`src/rtl/wpoll_pkg.sv`:
```
package wpoll_pkg;
  localparam int BYTE_W = 8;
  localparam int CMD_W  = 4 * BYTE_W;
  localparam int HALF_BIT = 3;

  localparam logic [BYTE_W-1:0] OP_FLASH_WR = 8'h40;
  localparam logic [BYTE_W-1:0] OP_FLASH_RD = 8'h20;
  localparam logic [BYTE_W-1:0] OP_EE_WR    = 8'hC0;
  localparam logic [BYTE_W-1:0] OP_EE_RD    = 8'hA0;

  typedef enum logic [2:0] {
    ST_IDLE,
    ST_WR_SEND,
    ST_WR_WAIT,
    ST_DELAY,
    ST_RD_SEND,
    ST_RD_WAIT,
    ST_FIN
  } wpState_e;

  typedef struct packed {
    logic latchReq;
    logic clrCnt;
    logic incCnt;
    logic selRead;
    logic setErr;
  } wpStrobe_t;
endpackage

```
`src/rtl/wpoll_datapath.sv`:
```
module wpoll_datapath
  import wpoll_pkg::*;
#(
  parameter int ADDR_W = 16,
  parameter int CNT_W  = 16,
  parameter logic [7:0] BUSY_MARK = 8'hFF
) (
  input  logic                clk,
  input  logic                rstN,
  input  wpStrobe_t           strobe,
  input  logic                reqMem,
  input  logic                reqHigh,
  input  logic [ADDR_W-1:0]   reqAddr,
  input  logic [BYTE_W-1:0]   reqData,
  input  logic                reqPoll,
  input  logic [CNT_W-1:0]    reqDelay,
  input  logic [BYTE_W-1:0]   rspData,
  output logic [CMD_W-1:0]    cmdBytes,
  output logic                useDelay,
  output logic                timeUp,
  output logic                match,
  output logic                errFlag
);
  localparam int WIDE_ADDR = 2 * BYTE_W;
  localparam logic [CNT_W-1:0] CNT_MAX = {CNT_W{1'b1}};

  logic                memQ;
  logic                highQ;
  logic [ADDR_W-1:0]   addrQ;
  logic [BYTE_W-1:0]   dataQ;
  logic                pollQ;
  logic [CNT_W-1:0]    delayQ;
  logic [CNT_W-1:0]    cnt;
  logic [WIDE_ADDR-1:0] addrWide;
  logic [BYTE_W-1:0]   wrOp;
  logic [BYTE_W-1:0]   rdOp;
  logic [BYTE_W-1:0]   halfMask;

  // request capture
  always_ff @(posedge clk) begin
    if (!rstN) begin
      memQ   <= 1'b0;
      highQ  <= 1'b0;
      addrQ  <= '0;
      dataQ  <= '0;
      pollQ  <= 1'b0;
      delayQ <= '0;
    end else if (strobe.latchReq) begin
      memQ   <= reqMem;
      highQ  <= reqHigh;
      addrQ  <= reqAddr;
      dataQ  <= reqData;
      pollQ  <= reqPoll;
      delayQ <= reqDelay;
    end
  end

  // shared delay / timeout counter, saturating
  always_ff @(posedge clk) begin
    if (!rstN) begin
      cnt <= '0;
    end else if (strobe.clrCnt) begin
      cnt <= '0;
    end else if (strobe.incCnt && (cnt != CNT_MAX)) begin
      cnt <= cnt + 1'b1;
    end
  end

  // error flag
  always_ff @(posedge clk) begin
    if (!rstN) begin
      errFlag <= 1'b0;
    end else if (strobe.latchReq) begin
      errFlag <= 1'b0;
    end else if (strobe.setErr) begin
      errFlag <= 1'b1;
    end
  end

  // opcode build: the half-select bit only exists for flash
  always_comb begin
    halfMask = '0;
    halfMask[HALF_BIT] = highQ;
    if (memQ) begin
      wrOp = OP_EE_WR;
      rdOp = OP_EE_RD;
    end else begin
      wrOp = OP_FLASH_WR | halfMask;
      rdOp = OP_FLASH_RD | halfMask;
    end
  end

  assign addrWide = WIDE_ADDR'(addrQ);

  always_comb begin
    if (strobe.selRead) begin
      cmdBytes = {rdOp, addrWide, {BYTE_W{1'b0}}};
    end else begin
      cmdBytes = {wrOp, addrWide, dataQ};
    end
  end

  assign useDelay = !pollQ || (dataQ == BUSY_MARK);
  assign timeUp   = (cnt >= delayQ);
  assign match    = (rspData == dataQ);
endmodule

```
`src/rtl/wpoll_ctrl.sv`:
```
module wpoll_ctrl
  import wpoll_pkg::*;
(
  input  logic      clk,
  input  logic      rstN,
  input  logic      reqValid,
  input  logic      cmdReady,
  input  logic      rspValid,
  input  logic      useDelay,
  input  logic      timeUp,
  input  logic      match,
  output wpStrobe_t strobe,
  output logic      reqReady,
  output logic      cmdValid,
  output logic      done
);
  wpState_e state;
  wpState_e nextState;

  always_ff @(posedge clk) begin
    if (!rstN) begin
      state <= ST_IDLE;
    end else begin
      state <= nextState;
    end
  end

  always_comb begin
    nextState = state;
    strobe    = '0;
    reqReady  = 1'b0;
    cmdValid  = 1'b0;
    done      = 1'b0;
    unique case (state)
      ST_IDLE: begin
        reqReady = 1'b1;
        if (reqValid) begin
          strobe.latchReq = 1'b1;
          nextState = ST_WR_SEND;
        end
      end
      ST_WR_SEND: begin
        cmdValid = 1'b1;
        if (cmdReady) nextState = ST_WR_WAIT;
      end
      ST_WR_WAIT: begin
        if (rspValid) begin
          strobe.clrCnt = 1'b1;
          nextState = useDelay ? ST_DELAY : ST_RD_SEND;
        end
      end
      ST_DELAY: begin
        if (timeUp) begin
          nextState = ST_FIN;
        end else begin
          strobe.incCnt = 1'b1;
        end
      end
      ST_RD_SEND: begin
        cmdValid = 1'b1;
        strobe.selRead = 1'b1;
        strobe.incCnt = 1'b1;
        if (cmdReady) nextState = ST_RD_WAIT;
      end
      ST_RD_WAIT: begin
        strobe.selRead = 1'b1;
        strobe.incCnt = 1'b1;
        if (rspValid) begin
          if (match) begin
            nextState = ST_FIN;
          end else if (timeUp) begin
            strobe.setErr = 1'b1;
            nextState = ST_FIN;
          end else begin
            nextState = ST_RD_SEND;
          end
        end
      end
      ST_FIN: begin
        done = 1'b1;
        nextState = ST_IDLE;
      end
      default: nextState = ST_IDLE;
    endcase
  end
endmodule

```
`src/rtl/wpoll_engine.sv`:
```
module wpoll_engine
  import wpoll_pkg::*;
#(
  parameter int ADDR_W = 16,
  parameter int CNT_W  = 16,
  parameter logic [7:0] BUSY_MARK = 8'hFF
) (
  input  logic              clk,
  input  logic              rstN,
  input  logic              reqValid,
  output logic              reqReady,
  input  logic              reqMem,
  input  logic              reqHigh,
  input  logic [ADDR_W-1:0] reqAddr,
  input  logic [7:0]        reqData,
  input  logic              reqPoll,
  input  logic [CNT_W-1:0]  reqDelay,
  output logic              cmdValid,
  input  logic              cmdReady,
  output logic [31:0]       cmdBytes,
  input  logic              rspValid,
  input  logic [7:0]        rspData,
  output logic              done,
  output logic              err
);
  wpStrobe_t strobe;
  logic useDelay;
  logic timeUp;
  logic match;
  logic errFlag;

  wpoll_ctrl uCtrl (
    .clk      (clk),
    .rstN     (rstN),
    .reqValid (reqValid),
    .cmdReady (cmdReady),
    .rspValid (rspValid),
    .useDelay (useDelay),
    .timeUp   (timeUp),
    .match    (match),
    .strobe   (strobe),
    .reqReady (reqReady),
    .cmdValid (cmdValid),
    .done     (done)
  );

  wpoll_datapath #(
    .ADDR_W    (ADDR_W),
    .CNT_W     (CNT_W),
    .BUSY_MARK (BUSY_MARK)
  ) uData (
    .clk      (clk),
    .rstN     (rstN),
    .strobe   (strobe),
    .reqMem   (reqMem),
    .reqHigh  (reqHigh),
    .reqAddr  (reqAddr),
    .reqData  (reqData),
    .reqPoll  (reqPoll),
    .reqDelay (reqDelay),
    .rspData  (rspData),
    .cmdBytes (cmdBytes),
    .useDelay (useDelay),
    .timeUp   (timeUp),
    .match    (match),
    .errFlag  (errFlag)
  );

  assign err = done && errFlag;
endmodule

```
`config.mk`:
```
export PLATFORM = sky130hd
export DESIGN_NAME = wpoll_engine
export DESIGN_NICKNAME = d
export VERILOG_FILES = /design/src/rtl/wpoll_pkg.sv /design/src/rtl/wpoll_datapath.sv /design/src/rtl/wpoll_ctrl.sv /design/src/rtl/wpoll_engine.sv
export SDC_FILE = /design/constraint.sdc
export NUM_CORES = 1
export LEC_CHECK = 0
export ABC_CLOCK_PERIOD_IN_PS = 3000
export BUFFER_PORTS_ARGS = -buffer_cell sky130_fd_sc_hd__buf_2
export CORE_UTILIZATION = 48
export DETAILED_ROUTE_END_ITERATION = 7
export GPL_ROUTABILITY_DRIVEN = 0
export PLACE_DENSITY = 0.8
export SLEW_MARGIN = 20
export SYNTH_ARGS = -nofsm -noshare
export SYNTH_HDL_FRONTEND = slang
export SYNTH_HIERARCHICAL = 1
export SYNTH_SLANG_ARGS = --single-unit
```
`constraint.sdc`:
```
create_clock -name clk -period 3 [get_ports clk]
set_clock_uncertainty 0.1 [all_clocks]
set_input_delay 0.15 -clock clk [delete_from_list [all_inputs] [get_ports clk]]
set_output_delay 0.15 -clock clk [all_outputs]
set_load 0.01 [all_outputs]
```
## Word level (Yosys, flattened, before mapping)

Index checks and enable logic that the tools add are counted.

- Bits in registers: 63
- Input port bits: 56
- Output and inout port bits: 36
- Logic and storage cells: 64

- $add $sub $neg: 1
- Magnitude comparators: 1
- Equal/unequal tests: 15
- Muxes and demuxes: 27
- Bitwise operators: 1
- Reductions and logical operators: 10

Operators with widths:

| kind | count |
|---|---|
| 2-to-1 mux 32 bit | 1 |
| 2-to-1 mux 3 bit | 7 |
| case mux 3 bit (6 select lines) | 1 |
| adder 16 x 1 -> 16 bit (second input constant) | 1 |
| >= comparator 16 bit | 1 |
| 2-to-1 mux 8 bit | 2 |
| inequality test 16 bit (second input constant) | 1 |
| 2-to-1 mux 1 bit | 13 |
| inequality test 2 bit (second input constant) | 6 |
| equality test 3 bit (second input constant) | 3 |
| equality test 8 bit | 1 |
| equality test 8 bit (second input constant) | 1 |
| OR reduction 2 bit | 4 |
| equality test 3 x 2 -> 1 bit (second input constant) | 2 |
| AND reduction 6 bit | 1 |
| 2-to-1 mux 2 bit | 2 |
| equality test 3 x 1 -> 1 bit (second input constant) | 1 |
| zero test 3 bit | 1 |
| logical AND 1 bit | 2 |
| case mux 1 bit (2 select lines) | 1 |
| zero test 1 bit | 1 |
| logical OR 1 bit | 1 |
| NOT 1 bit | 1 |

## Logic depth before layout (Yosys ltp)

- Depth after elaboration: 5
- Gate-level depth with buffers: 12
- Mapped depth without buffers: 12

## Cells and area by module

The synthesis kept the hierarchy.

By module, submodules not included:

| module | instances | cells an instance | area each (um^2) | sequential area each (um^2) |
|---|---|---|---|---|
| wpoll_datapath | 1 | 327 | 3104.2 | 1201.2 |
| wpoll_ctrl | 1 | 37 | 310.3 | 60.1 |
| wpoll_engine | 1 | 1 | 6.3 | 0.0 |

## Worst setup path before layout

OpenSTA, ideal clock, no wires.

- Path kind: register -> register
- Start point: register uData.cnt[2]
- End point: register uData.cnt[13]
- Library setup time: 0.070 ns
- Arrival time: 2.844 ns
- Data required time: 2.830 ns
- Setup slack: -0.013 ns
- Stages on the path, launching flop included: 12
- Cell sequence: dfxtp_1 -> ha_1 -> a211o_1 -> a31oi_1 -> o31ai_1 -> a211o_1 -> and4bb_1 -> or2_2 -> and3_2 -> nand3_4 -> or4_1 -> a21oi_1

RTL lines:

| element | line | text |
|---|---|---|
| start, declared | wpoll_datapath.sv:33 | `logic [CNT_W-1:0] cnt;` |
| start signal, assigned | wpoll_datapath.sv:65 | `cnt <= cnt + 1'b1;` |

==> results.md <==
* Status: finished, final reports clean
* Final wirelength at 9.748 mm
* Worst R2R Path Depth at 12
* Post-synth ARST share at 0%
* Setup CP Type: reg2reg
* Num ports at 92
* GRT Overall Usage at 27.16%
* Crit path DAT at 3.13 ns
* Site row count at 30
* Area growth syn-to-layout at 44.00%
* ANT nets after route at 0
* Slew headroom at 30.29%
* Worst skew pair latency at 0.35 ns
* Chip height at 86.42 um
* Starting Density at 50.07%
* CP Buf/Inv Count at 1
* Fin. Hold Viols at 0
* Hold depth at 3
* Hold path start: reqAddr[3]
* Die width at 86.42 um
* Syn Std Cell Area at 3421 um^2
* Worst VDD drop at 479.7 uV
* WL/cell at 15.77 um
* DR pass1 iterations at 4
* CP top delay family: compound AO/OA/AOI/OAI gates
* Synthesized area per cell at 9.372 um^2
* Worst-path clk slew at 0.08 ns
* Critical path, cell by cell: inv_2 -> ha_4 -> a211o_1 -> a21oi_2 -> o31ai_2 -> a211o_1 -> and4bb_1 -> or2_4 -> nand4_1 -> or3_4 -> o311ai_4 -> o41ai_2
* Input/output buffers at 87
* Fin nets at 590
* Ys flop type: dfxtp_1
* N_diodes at 0
* Final period util at 99.73%
* Die area at 7468 um^2
* Clk buf depth at 2
* Seq/Total Area, Yosys at 36.87%
* RSZ-0062 raised after global routing: true
* Clock sink count at 63
* GRT overflow at 0
* Final min period at 2.992 ns
* Max-cap viol count at 0
* Max Freq at 334.2 MHz
* Worst hold path type: in2reg
* R2R Setup Slk at 0.008 ns
* CTS tree: done
* Clock root buffer: clkbuf_8
* Worst R2R Start: uData/delayQ[5]
* Number of global-route vias before repair at 3,427
* CP endpoint kind: flop
* Max incr delay on CP at 0.40 ns
* Detail Placement HPWL at 5.854 mm
* Most frequent CP cell: a211o_1
* Critical path required time at 3.13 ns
* Vias after detailed routing at 3,314
* Core Area at 6832 um^2
* Total setup violations reported at the end of the flow at 0
* Max stage delay cell, worst path: or3_4
* Netlist cell types at 56
* Share of post-route cells with drive strength above 1 at 34.10%
* Gate count after technology mapping at 365
* Yosys warns at 6
* Wire length of the first global-routing pass at 15.75 mm
* H-tree levels at 3
* Type of origin of the critical path: flop
* Post-synth EDFFs at 0
* DR vias/cell at 5.362
* Maximum fanout along the worst path at 4
* Final Hold Slack at 0.006161 ns
* RR Endpoint: uData/cnt[14]
* Pwr/cell area at 605.8 nW/um^2
* Pin count of the biggest net entering global routing at 52
* Setup TNS at 0 ns
* Number of synthesized register bits at 63
* Initial DRC Count at 230
* DRC Markers at 0
* Antenna violations before repair at 0
* P_leak at 2.111 nW
* Tightest Pin Transition at 1.036 ns
* Hold path endpoint: uData/addrQ[3]
* Total CTS buffers at 9
* Slew Viols, Final at 0
worst reg2reg max path, stage by stage, from the launching register on:
cell and delay (ns):
dfxtp_2 0.34, inv_2 0.04, ha_4 0.20, a211o_1 0.27, a21oi_2 0.15, o31ai_2 0.09
a211o_1 0.33, and4bb_1 0.31, or2_4 0.15, nand4_1 0.12, or3_4 0.40, o311ai_4 0.24
o41ai_2 0.11
cell type report:
class	count	area (um^2)
Clock buffer	10	127.6
Clock inverter	6	93.84
Fill cell	479	1906
Inverter	22	82.58
Multi-Input combinational cell	262	2130
Sequential cell	63	1271
Tap cell	96	120.1
Timing Repair Buffer	159	1101
through the flow:
stage | setup slack (ns) | util, % | cell area, um^2 | power, mW | cells
final | 0.008159 | 72.11 | 4926 | 2.984 | 618
after global routing | -0.1037 | 72.11 | 4926 | 3.144 | 618
after CTS | 0.001076 | 69.58 | 4753 | 2.928 | 614
after detailed placement | -0.1757 | 59.18 | 4043 | 2.035 | 553
after global placement | -0.03603 | 59.18 | 4043 | 2.003 | 553
after floorplan | 0.005515 | - | 3435 | 1.773 | 368
state kept, by name (all words and copies together), names as in the netlist:
name	flops
uCtrl/state	3
uData/addrQ	16
uData/dataQ	8
uData/delayQ	16
uData/highQ	1
uData/cnt	16
uData/pollQ	1
uData/errFlag	1
uData/memQ	1
synthesized netlist by cell type (2+ instances only):
master,n,area [um^2]
nand3b_1,2,15.01
buf_6,2,22.52
nand2_1,11,41.29
nor3_1,3,15.01
o41ai_1,2,17.52
and3_2,2,15.01
ha_1,17,212.7
clkbuf_1,6,22.52
nand4_1,12,75.07
nand2b_1,3,18.77
o21ai_0,10,50.05
buf_2,6,30.03
or3_1,5,31.28
nand3_1,9,45.04
or4_1,6,45.04
o31ai_1,5,37.54
o211ai_1,2,15.01
and2_1,2,12.51
a211oi_1,2,15.01
dfxtp_1,63,1261
nor2b_1,54,337.8
mux2i_1,45,450.4
a21oi_1,15,75.07
buf_4,6,45.04
a31oi_1,3,18.77
inv_1,22,82.58
xnor2_1,9,78.83
nor2_1,11,41.29
a211o_1,3,26.28
layer usage:
metal / track usage [%] / share of wire, % / wire (um) / vias to the layer above
li1: - / - / - / 1587
met1: 31.96 / 42 / 4114 / 1557
met2: 46.68 / 49 / 4740 / 145
met3: 7.333 / 6.7 / 653 / 25
met4: 11.36 / 2.5 / 241 / 0
met5: 0 / 0 / 0 / -
logic make-up after synthesis:
group | count (synthesis) | synth area share [%]
AND/OR/NAND/NOR | 136 | 25.20
flip-flops | 63 | 36.87
AO/OA/AOI/OAI | 51 | 9.803
multiplexers | 45 | 13.17
buffers and inverters | 43 | 6.328
adder cells (fa/ha/maj) | 17 | 6.218
XOR/XNOR | 9 | 2.304
other | 1 | 0.1096
worst max-delay path by stage:
stage | depth (start not counted) | startpoint | end | slack [ns]
after global routing | 12 | uData/delayQ[5] | uData/cnt[14] | -0.10
after detailed placement | 12 | uData/delayQ[5] | uData/cnt[11] | -0.18
after floorplan | 12 | uData/delayQ[2] | uData/cnt[13] | 0.006
final | 12 | uData/delayQ[5] | uData/cnt[14] | 0.008
after global placement | 12 | uData/delayQ[2] | uData/cnt[11] | -0.04
after CTS | 12 | uData/delayQ[2] | uData/cnt[13] | 0.001
what timing repair did:
item,CTS,global route
buffers inserted,3,4
pin swaps,12,17
setup endpoints to repair,10,10
resized for setup,12,27
cloned,0,0
hold buffers,42,0
endpoints found under the hold margin,42,0
report_power, final:
group          total (mW)  switching (mW)  internal [mW]  leakage, nW
Clock               0.827           0.353          0.474        0.107
Sequential           1.10           0.127          0.975        0.518
Combinational        1.06           0.524          0.531         1.49
placed cells by master (no fill, tap or decap), types with 10 or more instances in the layout:
cell type and instances:
a21oi_1 11, buf_2 87, buf_4 27, dfxtp_1 55, dlygate4sd3_1 42, ha_1 12
inv_1 20, mux2i_1 45, nand2_1 11, nand4_1 12, nor2_1 11, nor2b_1 54
o21ai_0 10
Note: power is estimated with default switching activity, not from simulation.
